### config.mk
export PLATFORM = sky130hd
export DESIGN_NAME = phy_scan_seq
export DESIGN_NICKNAME = d
export VERILOG_FILES = /design/src/rtl/phy_scan_pkg.sv /design/src/rtl/phy_scan_pause.sv /design/src/rtl/phy_scan_table.sv /design/src/rtl/phy_scan_seq.sv
export SDC_FILE = /design/constraint.sdc
export NUM_CORES = 1
export LEC_CHECK = 0
export BUFFER_PORTS_ARGS = -buffer_cell sky130_fd_sc_hd__clkbuf_2
export CAP_MARGIN = 20
export CORE_ASPECT_RATIO = 0.7
export CORE_MARGIN = 3
export CORE_UTILIZATION = 35
export DETAILED_ROUTE_END_ITERATION = 10
export MAX_ROUTING_LAYER = met4
export PLACE_DENSITY = 0.52
export SKIP_CTS_REPAIR_TIMING = 1
export SYNTH_ARGS = -nofsm -noshare
export SYNTH_HDL_FRONTEND = slang
export SYNTH_HIERARCHICAL = 1
export SYNTH_SLANG_ARGS = --single-unit
### constraint.sdc
create_clock -name clk -period 8.3 [get_ports clk]
set_clock_uncertainty 0.2 [all_clocks]
set_input_delay 0.415 -clock clk [delete_from_list [all_inputs] [get_ports clk]]
set_output_delay 0.415 -clock clk [all_outputs]
set_load 0.01 [all_outputs]
### src/rtl/phy_scan_pkg.sv
package phy_scan_pkg;

    localparam logic [4:0]  REG_CTRL = 5'd0;
    localparam logic [4:0]  REG_STAT = 5'd1;
    localparam logic [4:0]  REG_ADV  = 5'd4;

    localparam int          CTL_AN_EN      = 12;
    localparam int          CTL_AN_RESTART = 9;
    localparam int          CTL_DUPLEX     = 8;
    localparam int          CTL_SPEED      = 13;
    // reset, loopback, speed, power-down, isolate, duplex, collision test
    localparam logic [15:0] CTL_CLEAR_MASK = 16'hED80;

    typedef struct packed {
        logic        autoneg;
        logic        speed100;
        logic        full_duplex;
        logic        mii_expected;
        logic [15:0] adv;
    } scan_cfg_t;

    typedef struct packed {
        logic [15:0] value;
        logic        an_toggled;
    } ctl_plan_t;

    typedef enum logic [3:0] {
        S_IDLE, S_PROBE, S_RDCTL, S_RDADV, S_WRADV, S_CTL,
        S_WRC1, S_PAUSE, S_WRC2, S_NEXT, S_FIN
    } seq_state_t;

    function automatic logic phy_present(input logic [15:0] s);
        return ((s & 16'h8301) == 16'h8001) || (!s[15] && (s[14:11] != 4'b0000));
    endfunction

    function automatic logic [15:0] adv_from_status(input logic [15:0] s);
        return ((s >> 6) & 16'h03E0) | 16'h0001;
    endfunction

    function automatic ctl_plan_t plan_ctl(input logic [15:0] cur, input scan_cfg_t cfg);
        ctl_plan_t   p;
        logic [15:0] v;
        v            = cur;
        v[CTL_AN_EN] = cfg.autoneg;
        p.an_toggled = (v != cur);
        if (cfg.autoneg && p.an_toggled)
            v[CTL_AN_RESTART] = 1'b1;
        v             = v & ~CTL_CLEAR_MASK;
        v[CTL_DUPLEX] = cfg.full_duplex;
        v[CTL_SPEED]  = cfg.speed100;
        p.value       = v;
        return p;
    endfunction

endpackage

### src/rtl/phy_scan_pause.sv
module phy_scan_pause #(
    parameter int PAUSE_CYCLES = 2000,
    localparam int PAUSE_W = $clog2(PAUSE_CYCLES + 1)
) (
    input  logic clk,
    input  logic rst,
    input  logic load,
    output logic idle
);
    logic [PAUSE_W-1:0] cnt_q;

    always_ff @(posedge clk) begin
        if (rst)
            cnt_q <= '0;
        else if (load)
            cnt_q <= PAUSE_W'(PAUSE_CYCLES);
        else if (cnt_q != '0)
            cnt_q <= cnt_q - 1'b1;
    end

    assign idle = (cnt_q == '0);
endmodule

### src/rtl/phy_scan_table.sv
module phy_scan_table #(
    parameter int MAX_PHYS = 4,
    localparam int CNT_W = $clog2(MAX_PHYS + 1)
) (
    input  logic                  clk,
    input  logic                  rst,
    input  logic                  clear,
    input  logic                  add_en,
    input  logic [4:0]            add_addr,
    input  logic                  fallback,
    output logic [5*MAX_PHYS-1:0] table_flat,
    output logic [CNT_W-1:0]      count,
    output logic                  full
);
    logic [CNT_W-1:0] cnt_q;

    assign full  = (cnt_q == CNT_W'(MAX_PHYS));
    assign count = cnt_q;

    always_ff @(posedge clk) begin
        if (rst || clear)
            cnt_q <= '0;
        else if (add_en && !full)
            cnt_q <= cnt_q + 1'b1;
    end

    for (genvar g = 0; g < MAX_PHYS; g++) begin : g_slot
        logic [4:0] slot_q;
        always_ff @(posedge clk) begin
            if (rst || clear)
                slot_q <= '0;
            else if (add_en && !full && cnt_q == CNT_W'(g))
                slot_q <= add_addr;
            else if (fallback && g == 0)
                slot_q <= 5'd1;
        end
        assign table_flat[5*g +: 5] = slot_q;
    end
endmodule

### src/rtl/phy_scan_seq.sv
module phy_scan_seq
    import phy_scan_pkg::*;
#(
    parameter int MAX_PHYS     = 4,
    parameter int PAUSE_CYCLES = 2000,
    localparam int CNT_W = $clog2(MAX_PHYS + 1)
) (
    input  logic                  clk,
    input  logic                  rst,
    input  logic                  start,
    input  logic                  cfg_autoneg,
    input  logic                  cfg_speed100,
    input  logic                  cfg_full_duplex,
    input  logic                  cfg_mii_expected,
    input  logic [15:0]           cfg_adv,
    output logic                  req_valid,
    output logic                  req_write,
    output logic [4:0]            req_phy,
    output logic [4:0]            req_reg,
    output logic [15:0]           req_wdata,
    input  logic                  mdio_done,
    input  logic [15:0]           mdio_rdata,
    output logic [5*MAX_PHYS-1:0] phy_table,
    output logic [CNT_W-1:0]      phy_count,
    output logic                  scan_done
);
    localparam logic [5:0] LAST_IDX = 6'd32;

    seq_state_t  state_q;
    logic [5:0]  idx_q;
    logic [15:0] stat_q;
    logic [15:0] ctrl_q;
    logic [15:0] adv_to_q;
    scan_cfg_t   cfg_q;
    logic        done_q;

    ctl_plan_t   plan;
    logic [15:0] adv_seen;
    logic [15:0] adv_want;
    logic        add_en;
    logic        fallback;
    logic        pause_load;
    logic        pause_idle;
    logic        tab_full;

    assign plan     = plan_ctl(ctrl_q, cfg_q);
    assign adv_seen = (mdio_rdata[8:5] == 4'b0000) ? adv_from_status(stat_q) : mdio_rdata;
    assign adv_want = (cfg_q.adv != 16'h0000) ? cfg_q.adv : adv_seen;

    assign add_en     = !start && state_q == S_PROBE && mdio_done && phy_present(mdio_rdata);
    assign fallback   = !start && state_q == S_FIN && phy_count == '0 && cfg_q.mii_expected;
    assign pause_load = !start && state_q == S_WRC1 && mdio_done && plan.an_toggled;

    always_comb begin
        req_valid = 1'b0;
        req_write = 1'b0;
        req_reg   = REG_STAT;
        req_wdata = 16'h0000;
        req_phy   = idx_q[4:0];
        unique case (state_q)
            S_PROBE: begin req_valid = 1'b1; req_reg = REG_STAT; end
            S_RDCTL: begin req_valid = 1'b1; req_reg = REG_CTRL; end
            S_RDADV: begin req_valid = 1'b1; req_reg = REG_ADV;  end
            S_WRADV: begin
                req_valid = 1'b1; req_write = 1'b1;
                req_reg   = REG_ADV; req_wdata = adv_to_q;
            end
            S_WRC1, S_WRC2: begin
                req_valid = 1'b1; req_write = 1'b1;
                req_reg   = REG_CTRL; req_wdata = plan.value;
            end
            default: ;
        endcase
    end

    always_ff @(posedge clk) begin
        if (rst) begin
            state_q  <= S_IDLE;
            idx_q    <= 6'd1;
            stat_q   <= '0;
            ctrl_q   <= '0;
            adv_to_q <= '0;
            cfg_q    <= '0;
            done_q   <= 1'b0;
        end else if (start) begin
            state_q <= S_PROBE;
            idx_q   <= 6'd1;
            done_q  <= 1'b0;
            cfg_q   <= '{autoneg: cfg_autoneg, speed100: cfg_speed100,
                         full_duplex: cfg_full_duplex, mii_expected: cfg_mii_expected,
                         adv: cfg_adv};
        end else begin
            unique case (state_q)
                S_PROBE: if (mdio_done) begin
                    stat_q  <= mdio_rdata;
                    state_q <= phy_present(mdio_rdata) ? S_RDCTL : S_NEXT;
                end
                S_RDCTL: if (mdio_done) begin
                    ctrl_q  <= mdio_rdata;
                    state_q <= S_RDADV;
                end
                S_RDADV: if (mdio_done) begin
                    adv_to_q <= adv_want;
                    state_q  <= (adv_want != adv_seen) ? S_WRADV : S_CTL;
                end
                S_WRADV: if (mdio_done) state_q <= S_CTL;
                S_CTL:   state_q <= (plan.value != ctrl_q) ? S_WRC1 : S_NEXT;
                S_WRC1:  if (mdio_done) state_q <= plan.an_toggled ? S_PAUSE : S_NEXT;
                S_PAUSE: if (pause_idle) state_q <= S_WRC2;
                S_WRC2:  if (mdio_done) state_q <= S_NEXT;
                S_NEXT: begin
                    if (tab_full || idx_q == LAST_IDX)
                        state_q <= S_FIN;
                    else begin
                        idx_q   <= idx_q + 1'b1;
                        state_q <= S_PROBE;
                    end
                end
                S_FIN: begin
                    done_q  <= 1'b1;
                    state_q <= S_IDLE;
                end
                default: ;
            endcase
        end
    end

    assign scan_done = done_q;

    phy_scan_pause #(.PAUSE_CYCLES(PAUSE_CYCLES)) pause_i (
        .clk  (clk),
        .rst  (rst || start),
        .load (pause_load),
        .idle (pause_idle)
    );

    phy_scan_table #(.MAX_PHYS(MAX_PHYS)) table_i (
        .clk        (clk),
        .rst        (rst),
        .clear      (start),
        .add_en     (add_en),
        .add_addr   (idx_q[4:0]),
        .fallback   (fallback),
        .table_flat (phy_table),
        .count      (phy_count),
        .full       (tab_full)
    );
endmodule

==> results of run 1 <==
[flip-flops by register name, summed over array words and instances (netlist names)]
name	cells
adv_to_q	16
cfg_q	20
ctrl_q	16
idx_q	6
pause_i/cnt_q	11
scan_done	1
stat_q	5
state_q	4
table_i/count	3
table_i/g_slot.slot_q	20
[power breakdown]
group	switching (mW)	internal, mW
Clock	0.207	0.213
Combinational	0.165	0.126
Sequential	0.0389	0.513
Total	0.411	0.853
[synth_stat cells, drive strengths merged, types with 12 or more instances]
| cell | instances |
|---|---|
| a211oi | 15 |
| a21oi | 36 |
| a22o | 12 |
| buf | 18 |
| clkbuf | 23 |
| dfxtp | 102 |
| inv | 22 |
| mux2i | 35 |
| nand2 | 70 |
| nand3 | 15 |
| nor2 | 84 |
| nor3 | 33 |
| o21ai | 24 |
[metal layers]
layer  wire [µm]  up-vias  GRT usage
met4         164        0     0.0418
met2        6110      128      0.261
met3         928       13     0.0452
met1        7800     2164      0.298
li1            -     2295          -
met5           0        -          -
[cells by family after synthesis]
| kind of cell | share of synthesized area |
|---|---|
| AO/OA/AOI/OAI | 0.170 |
| XOR/XNOR | 0.0189 |
| adder cells (fa/ha/maj) | 0.0221 |
| buffers and inverters | 0.0576 |
| flip-flops | 0.400 |
| multiplexers | 0.0687 |
| other | 0.000735 |
| AND/OR/NAND/NOR | 0.262 |
[worst max-delay path: stages, from the launching register on]
cell      delay [ns]
dfxtp_1         0.80
nand2_1         0.30
a21oi_1         0.83
o21ai_0         0.22
nand2_1         0.15
clkbuf_2        0.14
[metrics by stage]
stage,setup slack (ns),area [µm²]
after floorplan,5.54,5110
after global placement,4.97,5610
after detailed placement,4.87,5620
after CTS,4.87,5920
after global routing,4.58,5920
final,4.89,5920
[how the worst min path moves through the flow]
stage          slack (ns)   endpoint   startpoint
6_report              0.1   cfg_q[1]   cfg_adv[1]
4_1_cts              0.08  cfg_q[15]  cfg_adv[15]
5_1_grt              0.08  cfg_q[12]  cfg_adv[12]
2_1_floorplan        0.24  ctrl_q[0]    ctrl_q[0]
3_5_place_dp         0.25  ctrl_q[1]    ctrl_q[1]
3_3_place_gp         0.24  ctrl_q[3]    ctrl_q[3]
[cell type report]
| class | count | area [µm²] |
|---|---|---|
| clock buffers | 9 | 225 |
| clock inverters | 7 | 75.1 |
| fillers | 1453 | 8170 |
| inverters | 22 | 82.6 |
| multi-input cells | 452 | 2790 |
| flip-flops and latches | 102 | 2040 |
| well taps | 190 | 238 |
| repair buffers | 92 | 474 |
==> flow_summary.toml, run 1 <==
[outcome]
status = "finished, final reports clean"

[grt]
track_usage = 0.196
grt_pass1_vias = 4271
grt_max_degree = 62
grt_overflow_total = 0
antenna_found_initial = 0
grt_pass1_wl_um = 24200

[logic_synthesis]
yosysWarnings = 6
ys_ff_latch = 102
synth_edf_count = 0
synth_top_area_frac = 0.400
syn-cell-area_um2 = 5100
synth_cells = 615
yosysSeqAreaShare = 0.400
synth_area_per_cell_um2 = 8.29
async_flop_share = 0
synthTopCellsByArea = "dfxtp_1 (40%), mux2i_1 (6.9%), nor2_1 (6.0%)"
post_synth_num_cell_types = 67
synth_flop_cell = "dfxtp_1"
yosysTopAreaCell = "dfxtp_1"

[critical_path]
crit_start = "state_q[3]"
r2r_slack_ns = 4.97
endpoint_kind = "output port"
crit_type = "flip-flop to output port"
startpoint_type = "flip-flop"
worstPathMaxFanout = 21
crit_path_end = "req_wdata[9]"
crit_required_ns = 7.69
reg2regPathDepth = 6
r2r_end = "table_i/g_slot[3].slot_q[3]"
arrival_ns = 2.80
reg2reg_from = "state_q[0]"

[timing]
hold_violations = 0
grt_setup_unrepaired = "false"
final_max_slew_viol_count = 0
period_needed_ns = 3.41
relSlewSlack = 0.355
setup_viol = 0
fin_crit_sh = 0.411
fmax_ghz = 0.293
finalSetupTns_ns = 0
hold_ws_ns = 0.0953
worstMarginPinSlew_ns = 0.967

[cells_and_area]
antenna_cells = 0
syn_to_final_growth_pct = 16.1
final_cell_mix = "dfxtp_1 (102), clkbuf_2 (88), nor2_1 (82), nand2_1 (70), a21oi_1 (36)"
drive_gt1_frac = 0.193
instances_no_fill = 874
mostFrequentLayoutCell = "dfxtp_1"
nets = 728
final_util = 0.420

[clocking]
h-tree-depth = 3
cts_tree = "built"
clk_pin_slew_ns = 0.08
clockBufferDepth = 2
cts.sinks = 102
cts_buffers = 9
root_buffer = "clkbuf_16"
clock_latency_ns = 0.35

[run]
drv_cap = 0

[routing]
drtIter0Drc = 405
postRouteAntennaNets = 0
wirelength_um = 15000
remaining_drc_errors = 0
via_count = 4600
viasPerCell = 5.26
firstDrtPassIters = 5
avgRoutedWirePerCell_um = 17.2

[floorplanning]
die_w_um = 150
start_util = 0.362
die_height_um = 107
io_pins = 92
rows = 36
core-area_um2 = 14100
die_area_um2 = 16100

[placed_design]
dp_cells = 858
place_hpwl_um = 11300
gp_congestion = 0.874
port_buffers = 88

[pwr]
powerDensity_nw_per_um2 = 213
p_total_mw = 1.26
peakVddDrop_mv = 0.0942
p_leak_nw = 2.38

[min_path]
min_path_type = "input port to flip-flop"
holdPathStages = 3
No activity file was read; power rests on OpenSTA's default activity.
==> run 2: changes to the inputs <==
--- a/config.mk
+++ b/config.mk
@@ -5,6 +5,7 @@
 export SDC_FILE = /design/constraint.sdc
 export NUM_CORES = 1
 export LEC_CHECK = 0
+export ABC_AREA = 1
 export BUFFER_PORTS_ARGS = -buffer_cell sky130_fd_sc_hd__clkbuf_2
 export CAP_MARGIN = 20
 export CORE_ASPECT_RATIO = 0.7
==> constraint.sdc (replaced) <==
create_clock -name clk -period 3.5 [get_ports clk]
set_clock_uncertainty 0.2 [all_clocks]
set_input_delay 0.175 -clock clk [delete_from_list [all_inputs] [get_ports clk]]
set_output_delay 0.175 -clock clk [all_outputs]
set_load 0.01 [all_outputs]
==> flow_summary.toml, run 2 <==
[timing]
fmax_ghz = 0.365
grt_setup_unrepaired = "false"
finalSetupTns_ns = 0
final_max_slew_viol_count = 0
worstMarginPinSlew_ns = 0.941
relSlewSlack = 0.371
fin_crit_sh = 0.782
period_needed_ns = 2.74
hold_ws_ns = -0.0196
hold_violations = 3
setup_viol = 0

[logic_synthesis]
synth_common_cells = "nand2_1 (142), inv_1 (116), dfxtp_1 (102)"
synth_area_per_cell_um2 = 6.93
syn-cell-area_um2 = 5400
yosysSeqAreaShare = 0.378
synth_top_area_frac = 0.378
ys_ff_latch = 102
yosysTopAreaCell = "dfxtp_1"
synth_cells = 779
synthTopCellsByArea = "dfxtp_1 (38%), nand2_1 (9.9%), inv_1 (8.1%)"
post_synth_num_cell_types = 43
yosysWarnings = 6
synth_flop_cell = "dfxtp_1"
yosysMostFrequentCell = "nand2_1"
async_flop_share = 0
synth_edf_count = 0

[min_path]
hp-start = "mdio_rdata[7]"
min_path_type = "input port to flip-flop"

[pwr]
p_leak_nw = 2.99
peakVddDrop_mv = 0.241
powerDensity_nw_per_um2 = 496

[critical_path]
r2r_slack_ns = 0.76
crit_start = "state_q[3]"
reg2reg_from = "state_q[3]"
crit_required_ns = 3.59
arrival_ns = 2.82
crit_path_end = "table_i/g_slot[3].slot_q[0]"
worstPathMaxFanout = 10
crit_type = "flip-flop to flip-flop"
startpoint_type = "flip-flop"
reg2regPathDepth = 9
endpoint_kind = "flip-flop"
r2r_end = "table_i/g_slot[3].slot_q[0]"

[cells_and_area]
nets = 932
antenna_cells = 0
syn_to_final_growth_pct = 21.8
drive_gt1_frac = 0.186
mostFrequentLayoutCell = "nand2_1"
final_cell_mix = "nand2_1 (142), inv_1 (116), dfxtp_1 (102), nor2_1 (91), clkbuf_2 (88)"
biggestRegsByFlops = "cfg_q: 20 flops, table_i/g_slot.slot_q: 20 flops"

[floorplanning]
die_height_um = 110
die_w_um = 154
start_util = 0.362
core-area_um2 = 14900
io_pins = 92
rows = 37
die_area_um2 = 17000

[grt]
grt_pass1_wl_um = 25300
grt_pass1_vias = 4889
antenna_found_initial = 0
grt_overflow_total = 0
track_usage = 0.192
grt_max_degree = 38

[routing]
via_count = 5330
wirelength_um = 15900
viasPerCell = 4.92
firstDrtPassIters = 5
avgRoutedWirePerCell_um = 14.7
remaining_drc_errors = 0
drtIter0Drc = 437
postRouteAntennaNets = 0

[clocking]
clockBufferDepth = 2
clk_pin_slew_ns = 0.08
cts_buffers = 9
h-tree-depth = 3
cts.sinks = 102
root_buffer = "clkbuf_16"
clock_latency_ns = 0.35
cts_tree = "built"

[placed_design]
place_hpwl_um = 11900
gp_congestion = 0.871
port_buffers = 88

[outcome]
failed_checks = "hold timing"
status = "complete, but fails checks"

[run]
drv_cap = 0
run 2: changes by cell type in the layout (fill, tap and decap cells not counted), sizes merged, moves of 12 or more:
cell,change
a211oi,+15
a21oi,+32
a22o,-12
dlygate4sd3,+32
inv,+111
mux2i,-35
nand2,+76
nand3,+41
nor2,+21
nor3,-26
o21ai,+21
run 2: worst min-delay path by stage:
stage	cells past startpoint	slack, ns	to
3_3_place_gp	3	0.23	cfg_q[19]
2_1_floorplan	2	0.12	cfg_q[16]
6_report	3	-0.02	ctrl_q[7]
4_1_cts	3	-0.15	cfg_q[19]
5_1_grt	3	-0.007	ctrl_q[4]
3_5_place_dp	3	0.23	cfg_q[19]
run 2: kinds of logic (layout without fill, tap and decap cells):
kind of cell,after synthesis,count (layout),synth area share
AOI/OAI and AO/OA,161,161,0.184
xor gates and xnor gates,1,1,0.00162
adders and majority gates,9,9,0.0209
buffers and inverters,168,275,0.131
DFF,102,102,0.378
other,1,3,0.000695
and+or+nand+nor,337,337,0.284
run 2: where the power goes:
part | total, mW | leakage (nW) | internal [mW] | switching, mW
Sequential | 1.30 | 0.829 | 1.24 | 0.0650
Clock | 1.12 | 0.157 | 0.637 | 0.482
Combinational | 0.842 | 2.01 | 0.294 | 0.548
run 2: routing by layer:
metal,share of wire,GRT usage,vias up
li1,-,-,2716
met1,0.53,0.282,2444
met2,0.40,0.267,151
met3,0.057,0.0370,19
met4,0.014,0.0491,0
met5,0,-,-
run 2: layout make-up:
| class | count | area [µm²] |
|---|---|---|
| Timing Repair Buffer | 125 | 798 |
| Clock inverter | 7 | 103 |
| Sequential cell | 102 | 2040 |
| Inverter | 134 | 505 |
| Tap cell | 195 | 244 |
| Multi-Input combinational cell | 511 | 2660 |
| Clock buffer | 9 | 225 |
| Fill cell | 1555 | 8330 |
run 2: through the flow:
stage	total power, mW	util	setup WS, ns	cells	cell area [µm²]
floorplan	1.98	-	1.53	781	5410
global placement	2.11	0.398	0.941	1035	5930
detailed placement	2.13	0.398	0.776	1035	5930
CTS	3.25	0.420	0.751	1051	6260
global route	3.46	0.441	0.485	1083	6580
finish	3.26	0.441	0.764	1083	6580
run 2: critical path, cell delays in order (launching register included):
cell,delay [ns]
dfxtp_1,0.35
inv_1,0.12
nand2_1,0.17
inv_1,0.21
nand3_1,0.22
nor2_1,0.76
nand3_2,0.31
nand2_1,0.15
nand2_1,0.06
nor2_1,0.13
==> run 3: changes to the inputs <==
--- a/config.mk
+++ b/config.mk
@@ -13,7 +13,7 @@
 export CORE_UTILIZATION = 35
 export DETAILED_ROUTE_END_ITERATION = 10
 export MAX_ROUTING_LAYER = met4
-export PLACE_DENSITY = 0.52
+export PLACE_DENSITY = 0.54
 export SKIP_CTS_REPAIR_TIMING = 1
 export SYNTH_ARGS = -nofsm -noshare
 export SYNTH_HDL_FRONTEND = slang
==> constraint.sdc (replaced) <==
create_clock -name clk -period 2.2 [get_ports clk]
set_clock_uncertainty 0.2 [all_clocks]
set_input_delay 0.11 -clock clk [delete_from_list [all_inputs] [get_ports clk]]
set_output_delay 0.11 -clock clk [all_outputs]
set_load 0.01 [all_outputs]
==> flow_summary.toml, run 3 (same netlist as run 2, synthesis figures left out) <==
[grt]
track_usage = 0.188
grt_max_degree = 59
grt_pass1_wl_um = 24300
grt_overflow_total = 0
antenna_found_initial = 0
grt_pass1_vias = 4559

[clocking]
cts_buffers = 9
clock_latency_ns = 0.36
clk_pin_slew_ns = 0.07
h-tree-depth = 3
cts_tree = "built"
cts.sinks = 102
root_buffer = "clkbuf_16"
clockBufferDepth = 2

[cells_and_area]
syn_to_final_growth_pct = 27.2
instances_no_fill = 1103
biggestRegsByFlops = "cfg_q: 20 flops, table_i/g_slot.slot_q: 20 flops"
nets = 952
multi_input_area_um2 = 2710
drive_gt1_frac = 0.206
antenna_cells = 0
mostFrequentLayoutCell = "nand2_1"
register_area_um2 = 2050
nFillCells = 1548
final_util = 0.461
final_cell_mix = "nand2_1 (141), inv_1 (114), dfxtp_1 (98), nor2_1 (90), clkbuf_2 (88)"

[timing]
final_max_slew_viol_count = 0
hold_violations = 0
finalSetupTns_ns = 0
fmax_ghz = 0.486
worstMarginPinSlew_ns = 0.706
worst_slack_ns = 0.141
period_needed_ns = 2.06
grt_setup_unrepaired = "false"
setup_viol = 0
relSlewSlack = 0.529
fin_crit_sh = 0.936
hold_ws_ns = 0.0223

[floorplanning]
core-area_um2 = 14900
die_area_um2 = 17000
rows = 37
die_w_um = 154
start_util = 0.362
die_height_um = 110
io_pins = 92

[routing]
via_count = 5253
drtIter0Drc = 485
remaining_drc_errors = 0
wirelength_um = 15600
firstDrtPassIters = 5
viasPerCell = 4.76
avgRoutedWirePerCell_um = 14.1
postRouteAntennaNets = 0

[min_path]
min_to = "adv_to_q[7]"
min_path_type = "input port to flip-flop"
hp-start = "mdio_rdata[7]"
holdPathStages = 5

[pwr]
peakVddDrop_mv = 0.584
powerDensity_nw_per_um2 = 786
p_leak_nw = 3.12

[critical_path]
reg2reg_from = "state_q[3]"
slowest_stage = "dfxtp_2"
cp.buffers_inverters = 3
r2r_end = "table_i/g_slot[3].slot_q[4]"
path_cells = "inv_2 -> nor2_4 -> nand2_1 -> nand2_4 -> clkinvlp_4 -> o22ai_1 -> clkbuf_2"
reg2regPathDepth = 10
crit_required_ns = 1.89
startpoint_type = "flip-flop"
arrival_ns = 1.75
endpoint_kind = "output port"
cpPeakStageDelay_ns = 0.43
crit_type = "flip-flop to output port"
worstPathMaxFanout = 8
critical_path.top_delay_family = "buffers and inverters"
r2r_slack_ns = 0.20

[run]
drv_cap = 0

[outcome]
status = "finished, final reports clean"

[placed_design]
dp_slack_ns = 0.120
gp_congestion = 0.892
port_buffers = 88
place_hpwl_um = 11500
dp_cells = 1047
[run 3: cell count changes in the layout (fill, tap and decap cells not counted), moves of 3 or more]
cell	change
dfxtp_1	-4
nor2_2	-6
buf_4	+10
dfxtp_2	+3
nor2_4	+7
dlygate4sd3_1	+8
[run 3: final cells by class]
class	instances	share of cell area
Sequential cell	102	0.298
Clock buffer	10	0.0348
Tap cell	195	0.0355
Inverter	134	0.0745
Timing Repair Buffer	145	0.145
Multi-Input combinational cell	511	0.395
Clock inverter	6	0.0169
[run 3: worst max path at each step]
| stage | slack [ns] | from | end | depth (start not counted) |
|---|---|---|---|---|
| 6_report | 0.14 | state_q[2] | req_wdata[1] | 7 |
| 2_1_floorplan | 0.23 | table_i/count[0] | idx_q[5] | 12 |
| 3_3_place_gp | 0.17 | pause_i/cnt_q[0] | state_q[0] | 13 |
| 5_1_grt | 0.006 | state_q[2] | req_wdata[4] | 7 |
| 3_5_place_dp | 0.12 | state_q[0] | table_i/g_slot[3].slot_q[4] | 9 |
| 4_1_cts | -0.08 | state_q[2] | req_reg[2] | 7 |
[run 3: through the flow]
| step | total power, mW | instance area, µm² |
|---|---|---|
| after detailed placement | 3.44 | 6040 |
| after global placement | 3.43 | 6040 |
| after floorplan | 3.14 | 5410 |
| after CTS | 5.36 | 6400 |
| final | 5.40 | 6870 |
| after global routing | 5.75 | 6870 |
[run 3: layer usage]
layer / wire length [µm] / track usage / vias up
met5: 0 / - / -
met4: 155 / 0.0416 / 0
met3: 1040 / 0.0515 / 13
met2: 5860 / 0.228 / 138
met1: 8540 / 0.298 / 2333
li1: - / - / 2769
[run 3: tightest hold or removal path, delay by kind of cell]
family,cells,cell delay (ns)
buf+inv,3,0.23
compound gates,2,0.21
[run 3: power breakdown]
part	internal [mW]	switching [mW]
combinational	0.537	0.882
clock	1.15	0.753
sequential	1.97	0.109
